**src/rtl/otp_addonly_pkg.sv**
```systemverilog
package otp_addonly_pkg;

    localparam int OTP_BYTE_W     = 8;
    localparam int OTP_PAGES      = 4;
    localparam int OTP_PAGE_BYTES = 32;
    localparam int OTP_PAGE_W     = $clog2(OTP_PAGES);
    localparam int OTP_OFFS_W     = $clog2(OTP_PAGE_BYTES);
    localparam int OTP_ADDR_W     = OTP_PAGE_W + OTP_OFFS_W;

    localparam int REC_TAG_BYTES  = 4;
    localparam int REC_NODE_BYTES = 8;
    localparam int REC_BODY_BYTES = 1 + REC_TAG_BYTES + REC_NODE_BYTES;
    localparam int REC_CRC_LO     = REC_BODY_BYTES;
    localparam int REC_CRC_HI     = REC_BODY_BYTES + 1;

    localparam logic [OTP_BYTE_W-1:0] OTP_BLANK     = 8'hFF;
    localparam logic [15:0]           CRC_POLY_REFL = 16'hA001;
    localparam logic [OTP_PAGES-1:0]  WP_RESET_MASK = OTP_PAGES'(1);

    typedef logic [OTP_BYTE_W-1:0] otp_byte_t;

    typedef struct packed {
        logic [OTP_PAGE_W-1:0] page;
        logic [OTP_OFFS_W-1:0] offs;
    } otp_addr_t;

    typedef struct packed {
        logic      valid;
        otp_addr_t addr;
        otp_byte_t data;
    } otp_prog_t;

    typedef enum logic [1:0] {
        PROG_IDLE = 2'd0,
        PROG_DONE = 2'd1,
        PROG_DENY = 2'd2
    } otp_pres_t;

    // Byte idx of the record body: count, tag, node id (LSB first).
    function automatic otp_byte_t rec_body_byte(
        input logic [8*REC_TAG_BYTES-1:0]  tag,
        input logic [8*REC_NODE_BYTES-1:0] node,
        input int                          idx
    );
        otp_byte_t b;
        if (idx == 0)
            b = otp_byte_t'(REC_TAG_BYTES + REC_NODE_BYTES);
        else if (idx <= REC_TAG_BYTES)
            b = tag[8*(idx-1) +: 8];
        else
            b = node[8*(idx-1-REC_TAG_BYTES) +: 8];
        return b;
    endfunction

    function automatic logic [15:0] rec_crc(
        input logic [8*REC_TAG_BYTES-1:0]  tag,
        input logic [8*REC_NODE_BYTES-1:0] node
    );
        logic [15:0] c;
        c = 16'h0000;
        for (int i = 0; i < REC_BODY_BYTES; i++) begin
            c = c ^ {8'h00, rec_body_byte(tag, node, i)};
            for (int b = 0; b < 8; b++)
                c = c[0] ? ((c >> 1) ^ CRC_POLY_REFL) : (c >> 1);
        end
        return c;
    endfunction

    function automatic otp_byte_t rec_image_byte(
        input logic [8*REC_TAG_BYTES-1:0]  tag,
        input logic [8*REC_NODE_BYTES-1:0] node,
        input logic [15:0]                 crc,
        input logic [OTP_OFFS_W-1:0]       offs
    );
        otp_byte_t b;
        if (int'(offs) < REC_BODY_BYTES)
            b = rec_body_byte(tag, node, int'(offs));
        else if (int'(offs) == REC_CRC_LO)
            b = ~crc[7:0];
        else if (int'(offs) == REC_CRC_HI)
            b = ~crc[15:8];
        else
            b = OTP_BLANK;
        return b;
    endfunction

endpackage

```
**src/rtl/otp_factory_rom.sv**
```systemverilog
module otp_factory_rom
    import otp_addonly_pkg::*;
#(
    parameter logic [8*REC_TAG_BYTES-1:0]  REC_TAG = 32'hA5C3_0019,
    parameter logic [8*REC_NODE_BYTES-1:0] NODE_ID = 64'h0012_3F80_9ABC_DE01
) (
    input  logic [OTP_OFFS_W-1:0] offs,
    output otp_byte_t             rd_byte
);
    localparam logic [15:0] REC_CRC = rec_crc(REC_TAG, NODE_ID);

    always_comb rd_byte = rec_image_byte(REC_TAG, NODE_ID, REC_CRC, offs);
endmodule

```
**src/rtl/otp_page_bank.sv**
```systemverilog
module otp_page_bank
    import otp_addonly_pkg::*;
#(
    parameter int BYTES = OTP_PAGE_BYTES,
    localparam int OW   = $clog2(BYTES)
) (
    input  logic          clk,
    input  logic          rst,
    input  logic          wr_en,
    input  logic [OW-1:0] wr_offs,
    input  otp_byte_t     wr_data,
    input  logic [OW-1:0] rd_offs,
    output otp_byte_t     rd_byte
);
    otp_byte_t cells [BYTES];

    always_ff @(posedge clk) begin
        if (rst) begin
            for (int i = 0; i < BYTES; i++)
                cells[i] <= OTP_BLANK;
        end else if (wr_en) begin
            cells[wr_offs] <= cells[wr_offs] & wr_data;
        end
    end

    assign rd_byte = cells[rd_offs];
endmodule

```
**src/rtl/otp_wp_status.sv**
```systemverilog
module otp_wp_status
    import otp_addonly_pkg::*;
#(
    parameter int             PAGES     = OTP_PAGES,
    parameter logic [PAGES-1:0] INIT_MASK = WP_RESET_MASK,
    localparam int            PW        = $clog2(PAGES)
) (
    input  logic             clk,
    input  logic             rst,
    input  logic             lock_en,
    input  logic [PW-1:0]    lock_page,
    output logic [PAGES-1:0] flags
);
    always_ff @(posedge clk) begin
        if (rst)
            flags <= INIT_MASK;
        else if (lock_en)
            flags <= flags | (PAGES'(1) << lock_page);
    end
endmodule

```
**src/rtl/otp_prog_gate.sv**
```systemverilog
module otp_prog_gate
    import otp_addonly_pkg::*;
(
    input  otp_prog_t            req,
    input  logic [OTP_PAGES-1:0] flags,
    output logic [OTP_PAGES-1:1] bank_we,
    output otp_pres_t            res
);
    logic accept;

    always_comb begin
        accept = 1'b0;
        res    = PROG_IDLE;
        if (req.valid) begin
            if (flags[req.addr.page]) begin
                res = PROG_DENY;
            end else begin
                res    = PROG_DONE;
                accept = 1'b1;
            end
        end
    end

    always_comb begin
        for (int p = 1; p < OTP_PAGES; p++)
            bank_we[p] = accept && (int'(req.addr.page) == p);
    end
endmodule

```
**src/rtl/otp_addonly_mem.sv**
```systemverilog
module otp_addonly_mem
    import otp_addonly_pkg::*;
#(
    parameter logic [8*REC_TAG_BYTES-1:0]  REC_TAG = 32'hA5C3_0019,
    parameter logic [8*REC_NODE_BYTES-1:0] NODE_ID = 64'h0012_3F80_9ABC_DE01
) (
    input  logic                  clk,
    input  logic                  rst,
    input  logic                  rd_en,
    input  logic [OTP_ADDR_W-1:0] rd_addr,
    output logic [OTP_BYTE_W-1:0] rd_data,
    input  logic                  pg_en,
    input  logic [OTP_ADDR_W-1:0] pg_addr,
    input  logic [OTP_BYTE_W-1:0] pg_data,
    output logic                  pg_done,
    output logic                  pg_err,
    input  logic                  lock_en,
    input  logic [OTP_PAGE_W-1:0] lock_page,
    output logic [OTP_PAGES-1:0]  wp_flags
);
    otp_prog_t            req;
    otp_addr_t            rd_a;
    otp_pres_t            res;
    logic [OTP_PAGES-1:1] bank_we;
    otp_byte_t            page_rd [OTP_PAGES];

    assign req.valid = pg_en;
    assign req.addr  = otp_addr_t'(pg_addr);
    assign req.data  = pg_data;
    assign rd_a      = otp_addr_t'(rd_addr);

    otp_wp_status u_wp (
        .clk       (clk),
        .rst       (rst),
        .lock_en   (lock_en),
        .lock_page (lock_page),
        .flags     (wp_flags)
    );

    otp_prog_gate u_gate (
        .req     (req),
        .flags   (wp_flags),
        .bank_we (bank_we),
        .res     (res)
    );

    otp_factory_rom #(
        .REC_TAG (REC_TAG),
        .NODE_ID (NODE_ID)
    ) u_rom (
        .offs    (rd_a.offs),
        .rd_byte (page_rd[0])
    );

    for (genvar g = 1; g < OTP_PAGES; g++) begin : g_bank
        otp_page_bank #(.BYTES(OTP_PAGE_BYTES)) u_bank (
            .clk     (clk),
            .rst     (rst),
            .wr_en   (bank_we[g]),
            .wr_offs (req.addr.offs),
            .wr_data (req.data),
            .rd_offs (rd_a.offs),
            .rd_byte (page_rd[g])
        );
    end

    always_ff @(posedge clk) begin
        if (rst) begin
            pg_done <= 1'b0;
            pg_err  <= 1'b0;
        end else begin
            pg_done <= (res == PROG_DONE);
            pg_err  <= (res == PROG_DENY);
        end
    end

    always_ff @(posedge clk) begin
        if (rst)
            rd_data <= OTP_BLANK;
        else if (rd_en)
            rd_data <= page_rd[rd_a.page];
    end
endmodule

```
**config.mk**
```make
export PLATFORM = sky130hd
export DESIGN_NAME = otp_addonly_mem
export DESIGN_NICKNAME = d
export VERILOG_FILES = /design/src/rtl/otp_addonly_pkg.sv /design/src/rtl/otp_factory_rom.sv /design/src/rtl/otp_page_bank.sv /design/src/rtl/otp_wp_status.sv /design/src/rtl/otp_prog_gate.sv /design/src/rtl/otp_addonly_mem.sv
export SDC_FILE = /design/constraint.sdc
export NUM_CORES = 2
export LEC_CHECK = 0
export BUFFER_PORTS_ARGS = -buffer_cell sky130_fd_sc_hd__buf_2
export CAP_MARGIN = 20
export CORE_AREA = 5 5 276 345
export DETAILED_ROUTE_END_ITERATION = 8
export DIE_AREA = 0 0 281 350
export PLACE_DENSITY = 0.64
export SYNTH_ARGS = -nofsm -noshare
export SYNTH_HDL_FRONTEND = slang
export SYNTH_SLANG_ARGS = --single-unit
```
**constraint.sdc**
```tcl
create_clock -name clk -period 5.7 [get_ports clk]
set_input_delay 0.855 -clock clk [delete_from_list [all_inputs] [get_ports clk]]
set_output_delay 0.855 -clock clk [all_outputs]
set_load 0.1 [all_outputs]
```
# Yosys cells after proc, flatten, opt, wreduce, memory -nomap -nowiden
# Memory sizes are Yosys's and may differ from the RTL's.
# Cells that the tools add are included.
[totals]
ff_bits = 14
input_bits = 29
mem_bits_rw = 768
out_inout_bits = 14
wordCells = 69
mem_count = 3
[op_classes]
n_mux = 34
bitwise = 5
reduce_logical = 7
add_sub_neg = 2
shifts = 3
eq_ne = 7
magnitude_cmp = 4
[mem_list]
columns = ["memory", "words", "word_bits", "rd", "rd_clocked_by_memory_dff", "wr", "line", "rtl"]
rows = [
  ["g_bank[1].u_bank.cells", 32, 8, 2, 0, 32, "otp_page_bank.sv:15", "otp_byte_t cells [BYTES];"],
  ["g_bank[2].u_bank.cells", 32, 8, 2, 0, 32, "otp_page_bank.sv:15", ""],
  ["g_bank[3].u_bank.cells", 32, 8, 2, 0, 32, "otp_page_bank.sv:15", ""],
]
[ops]
columns = ["op", "n"]
rows = [
  ["$mux 8", 9],
  ["$shiftx 64x32->8 const A", 1],
  ["$shiftx 32x32->8 const A", 1],
  ["$sub 29x4->29 const B", 1],
  ["$and 8x8->8", 3],
  ["$reduce_or 8->1", 3],
  ["$mux 1", 17],
  ["$bmux 8 s2", 1],
  ["$mux 5", 3],
  ["$eq 5x5->1 const B", 2],
  ["$eq 2x2->1 const B", 3],
  ["$sub 5x1->6 const B", 1],
  ["$le 5x3->1 const B", 1],
  ["$logic_not 5->1", 1],
  ["$lt 5x4->1 const B", 1],
  ["$eq 2x1->1 const B", 2],
  ["$mux 2", 2],
  ["$or 4x4->4", 1],
  ["$shl 1x2->4 const A", 1],
  ["$ge 3x3->1 const B", 1],
  ["$logic_and 1x1->1", 3],
  ["$lt 2x3->1 const B", 1],
  ["$mux 3", 1],
  ["$not 2->3", 1],
  ["$bmux 1 s2", 1],
]

# Depth between registers and ports, before layout
[depth]
ltp_word = 10
mapped_depth = 15
mapped_depth_nobuf = 12

# Hierarchy
# From an unflattened synthesis, not the netlist that was laid out.
[hier_totals]
cells_unflattened = 3365
area_unflattened_um2 = 42653.4
[modules_own_cells]
columns = ["module", "cells_per_inst", "seq_area_each_um2", "instances", "area_each_um2"]
rows = [
  ["otp_page_bank", 1072, 7687.4, 3, 13778.2],
  ["otp_factory_rom", 87, 0.0, 1, 583.1],
  ["otp_addonly_mem", 40, 200.2, 1, 538.0],
  ["otp_wp_status", 14, 80.1, 1, 136.4],
  ["otp_prog_gate", 8, 0.0, 1, 61.3],
]

# Worst setup path before layout
# No wires, ideal clock.
[synth_timing]
kind = "input port to flip-flop"
startpoint = "in rd_addr[1]"
endpoint = "reg rd_data[1]"
setup_slack_ps = 1747
arrival_time_ps = 3878
path_stages = 15
setup_ps = 75
n_path_buf = 3
t_required_ps = 5625
cell_sequence = "buf_2 -> buf_2 -> buf_2 -> inv_1 -> ha_1 -> xor2_2 -> inv_1 -> ha_1 -> xnor2_1 -> xor2_1 -> nand2_1 -> o32ai_1 -> a21oi_1 -> or3_1 -> a31oi_1"
[synth_via]
elab_chain_cells = 9
[synth_rtl]
columns = ["item", "line", "rtl"]
rows = [
  ["start, declared", "otp_addonly_mem.sv:10", "input logic [OTP_ADDR_W-1:0] rd_addr,"],
  ["$sub 5x1->6", "otp_addonly_pkg.sv:49, otp_addonly_pkg.sv:51", ""],
  ["$sub 29x4->29", "otp_addonly_pkg.sv:51", "b = node[8*(idx-1-REC_TAG_BYTES) +: 8];"],
  ["$shiftx 64x32->8", "otp_addonly_pkg.sv:51", ""],
  ["$mux 8", "otp_addonly_pkg.sv:48", "else if (idx <= REC_TAG_BYTES)"],
  ["$mux 8", "otp_addonly_pkg.sv:46", "if (idx == 0)"],
  ["$mux 8", "otp_addonly_pkg.sv:76", "if (int'(offs) < REC_BODY_BYTES)"],
  ["$bmux 8 s2 *", "otp_addonly_mem.sv:81", "rd_data <= page_rd[rd_a.page];"],
  ["$mux 8 (implied by the code) * (2 in series)", "otp_addonly_mem.sv:81", ""],
  ["end signal, assigned", "otp_addonly_mem.sv:81", ""],
  ["end, declared", "otp_addonly_mem.sv:11", "output logic [OTP_BYTE_W-1:0] rd_data,"],
]
# Mark *: on every way between the ends. The rest lies on a longest branch, timed or not. The select of a mux whose other input is x is not followed.
# A chain may end at the register's enable or synchronous reset.

# Worst setup path in the final report
# Ends and elaborated chain as after synthesis.

==> results.yml <==
global_route:
  grt_pass1_vias: 28007
  grt_pass1_wl_mm: 195.9
  antenna_found_initial: 3
  gr-total-overflow: 0
  grt_max_degree: 86
  grtUsageTotal_pct: 27.39
synth:
  post_synth_num_cell_types: 68
  syn-num-nets: 2982
  synth_ff_type: "edfxtp_1"
  ys_seq_area_share_pct: 57.24
  synth.avg_cell_area_um2: 13.83
  ys_ff_latch: 782
  async_flop_share_pct: 0
  synthesis.area_um2: 40780
  synth_edf_count: 768
  yosys_warnings: 0
  synth_cells: 2948
timing:
  min_period_over_period_pct: 66.22
  rsz0062_at_grt: "false"
  hold_viol_final: 0
  finalSetupTns_ns: 0
  period_minus_slack_ns: 3.775
  setup_viol: 0
  finalMaxSlewViolations: 0
  fin_worst_skew_ns: 0.02976
  tightest_slew_ns: 1.194
  clock.fmax_mhz: 264.9
  slew_headroom_pct: 20.33
finish:
  nets: 2971
  final_common_cell: "nand2_1"
  area_growth_pct: 9.432
  final_cell_mix: "nand2_1, edfxtp_1, mux4_2"
  final_area_um2: 44620
  num_antenna_cells: 0
  stdcell_count: 4193
  fillers: 7736
  drive_gt1_share_pct: 27.20
  final_util_pct: 48.83
routing:
  wl_mm: 136.0
  vias: 27663
  dr.first_iter.drc_count: 4030
  vias_per_cell: 6.597
  final_antenna_net_count: 0
  post-route-drc-count: 0
  wl_per_cell_um: 32.44
  drt_pass1_iterations: 7
power:
  sequentialPowerShare_pct: 50.3
  leakage_uw: 0.01110
  clock_power_share_pct: 40.1
  p_total_uw: 12600
  ir_drop_uv: 209.3
  p_int_uw: 9438
  p_sw_share_pct: 25.10
  p_switching_uw: 3162
  pwr-share-comb_pct: 9.7
  p_per_area_nw_per_um2: 282.4
die:
  die-area_um2: 98350
  die_y_um: 350
  placementRows: 124
  start_util_pct: 44.62
  num_io_pins: 43
  die_w_um: 281
  core_um2: 91380
setup_path:
  required_ns: 6.28
  path_max_fanout: 42
  crit_path_start: "rd_addr[1]"
  cp-end-kind: "flip-flop"
  r2r_cells: 6
  arrival_ns: 4.35
  reg2reg_from: "u_wp.flags[3]"
  crit_type: "in2reg"
  worstSetupStartpointType: "input port"
worst_hold_path:
  min_from: "pg_en"
  holdCritPathClass: "in2reg"
  hold_depth: 2
placement:
  dpl.hpwl_mm: 94.56
  io_buffers: 42
  dp_cells: 4055
  placed_area_um2: 42210
  place_congestion: 0.9832
clock_network:
  post_cts_resized: 0
  clkSinkCount: 782
  cts_hold_buf: 0
  clock_latency_ns: 0.65
  htreeDepth: 3
  cts_root_buffer: "clkbuf_16"
  cts_tree: "yes"
  postCtsSetupRepairBufs: 0
  clkTransAtPathRegs_ns: 0.06
  cts.path.max_buffers: 3
  numCtsBuffers: 77
run_status:
  status: "finished clean"
job:
  maxCapViolCount: 0
[cell families (layout without fill, tap and decap cells)]
group,count (synthesis),after routing,share of synthesized area [%]
AO/OA/AOI/OAI,283,283,4.863
XOR/XNOR,5,5,0.1258
adder cells (fa/ha/maj),5,5,0.1534
buffers and inverters,250,298,3.160
flip-flops,782,782,57.24
multiplexers,438,438,21.73
AND/OR/NAND/NOR,1185,1185,12.72
[synthesized netlist by cell type (7+ instances only)]
master	count	area, um^2
nand4_1	26	162.7
a211oi_1	8	60.06
buf_2	139	695.7
mux4_2	349	7860
dfxtp_1	14	280.3
o21ai_0	23	115.1
buf_6	18	202.7
or2_2	96	600.6
nand2_1	863	3239
nor2_1	39	146.4
a21oi_1	41	205.2
nand2b_1	7	43.79
a31oi_1	12	75.07
nor3_1	9	45.04
edfxtp_1	768	23060
nor2_2	91	569.3
mux2i_1	72	720.7
clkbuf_1	68	255.2
inv_1	11	41.29
nor2b_1	15	93.84
o22ai_1	10	62.56
a22oi_1	129	968.4
buf_4	8	60.06
mux2_2	11	123.9
nand3_1	10	50.05
o211ai_1	14	105.1
[final timing paths]
kind / end / slack (ns)
worst max register to register: g_bank[2].u_bank.cells[14][4] / 2.63
worst min register to register: u_wp.flags[0] / 0.50
worst max-delay path: rd_data[1] / 1.93
worst min-delay path: pg_err / 0.47
[per-layer routing]
metal	GRT usage (%)	routed length, um	up-vias
met5	0	26	-
met4	18.96	12090	4
met3	6.159	14090	482
met2	43.41	64050	1866
met1	33.55	45770	14044
li1	-	-	11267
[critical path, cell delays in order]
cell     delay (ns)
buf_6          0.38
inv_1          0.30
ha_1           0.30
xor2_2         0.37
inv_1          0.12
ha_1           0.21
xnor2_1        0.23
xor2_1         0.31
nand2_1        0.24
o32ai_1        0.34
a21oi_1        0.10
or3_1          0.37
a31oi_1        0.16
[sequential cells by signal, indices dropped and copies added (netlist names)]
register             cells
pg_done                  1
u_wp.flags               4
pg_err                   1
g_bank.u_bank.cells    768
rd_data                  8
[power by group through the flow]
stage | clock [uW] | combinational, uW | sequential, uW
CTS | 5080 | 1190 | 6340
global placement | 0 | 1180 | 6460
floorplan | 0 | 726 | 6490
detailed placement | 0 | 1190 | 6460
global route | 5290 | 1250 | 6340
finish | 5050 | 1220 | 6340
[metrics by stage]
step	hold WS [ns]	setup slack [ns]
floorplan	0.8166	1.747
global placement	0.4554	1.277
detailed placement	0.4840	1.327
CTS	0.4403	1.986
global route	0.4560	1.711
finish	0.4677	1.925
[final cells by class]
type,instances,area [um^2],area share [%]
clock buffers,97,2064,4.626
clock inverters,41,347.8,0.7795
inverters,11,41.29,0.09253
multi-input cells,1916,16190,36.28
flip-flops and latches,782,23340,52.31
well taps,1197,1498,3.356
repair buffers,149,1139,2.552
Note: power is estimated with default switching activity, not from simulation.
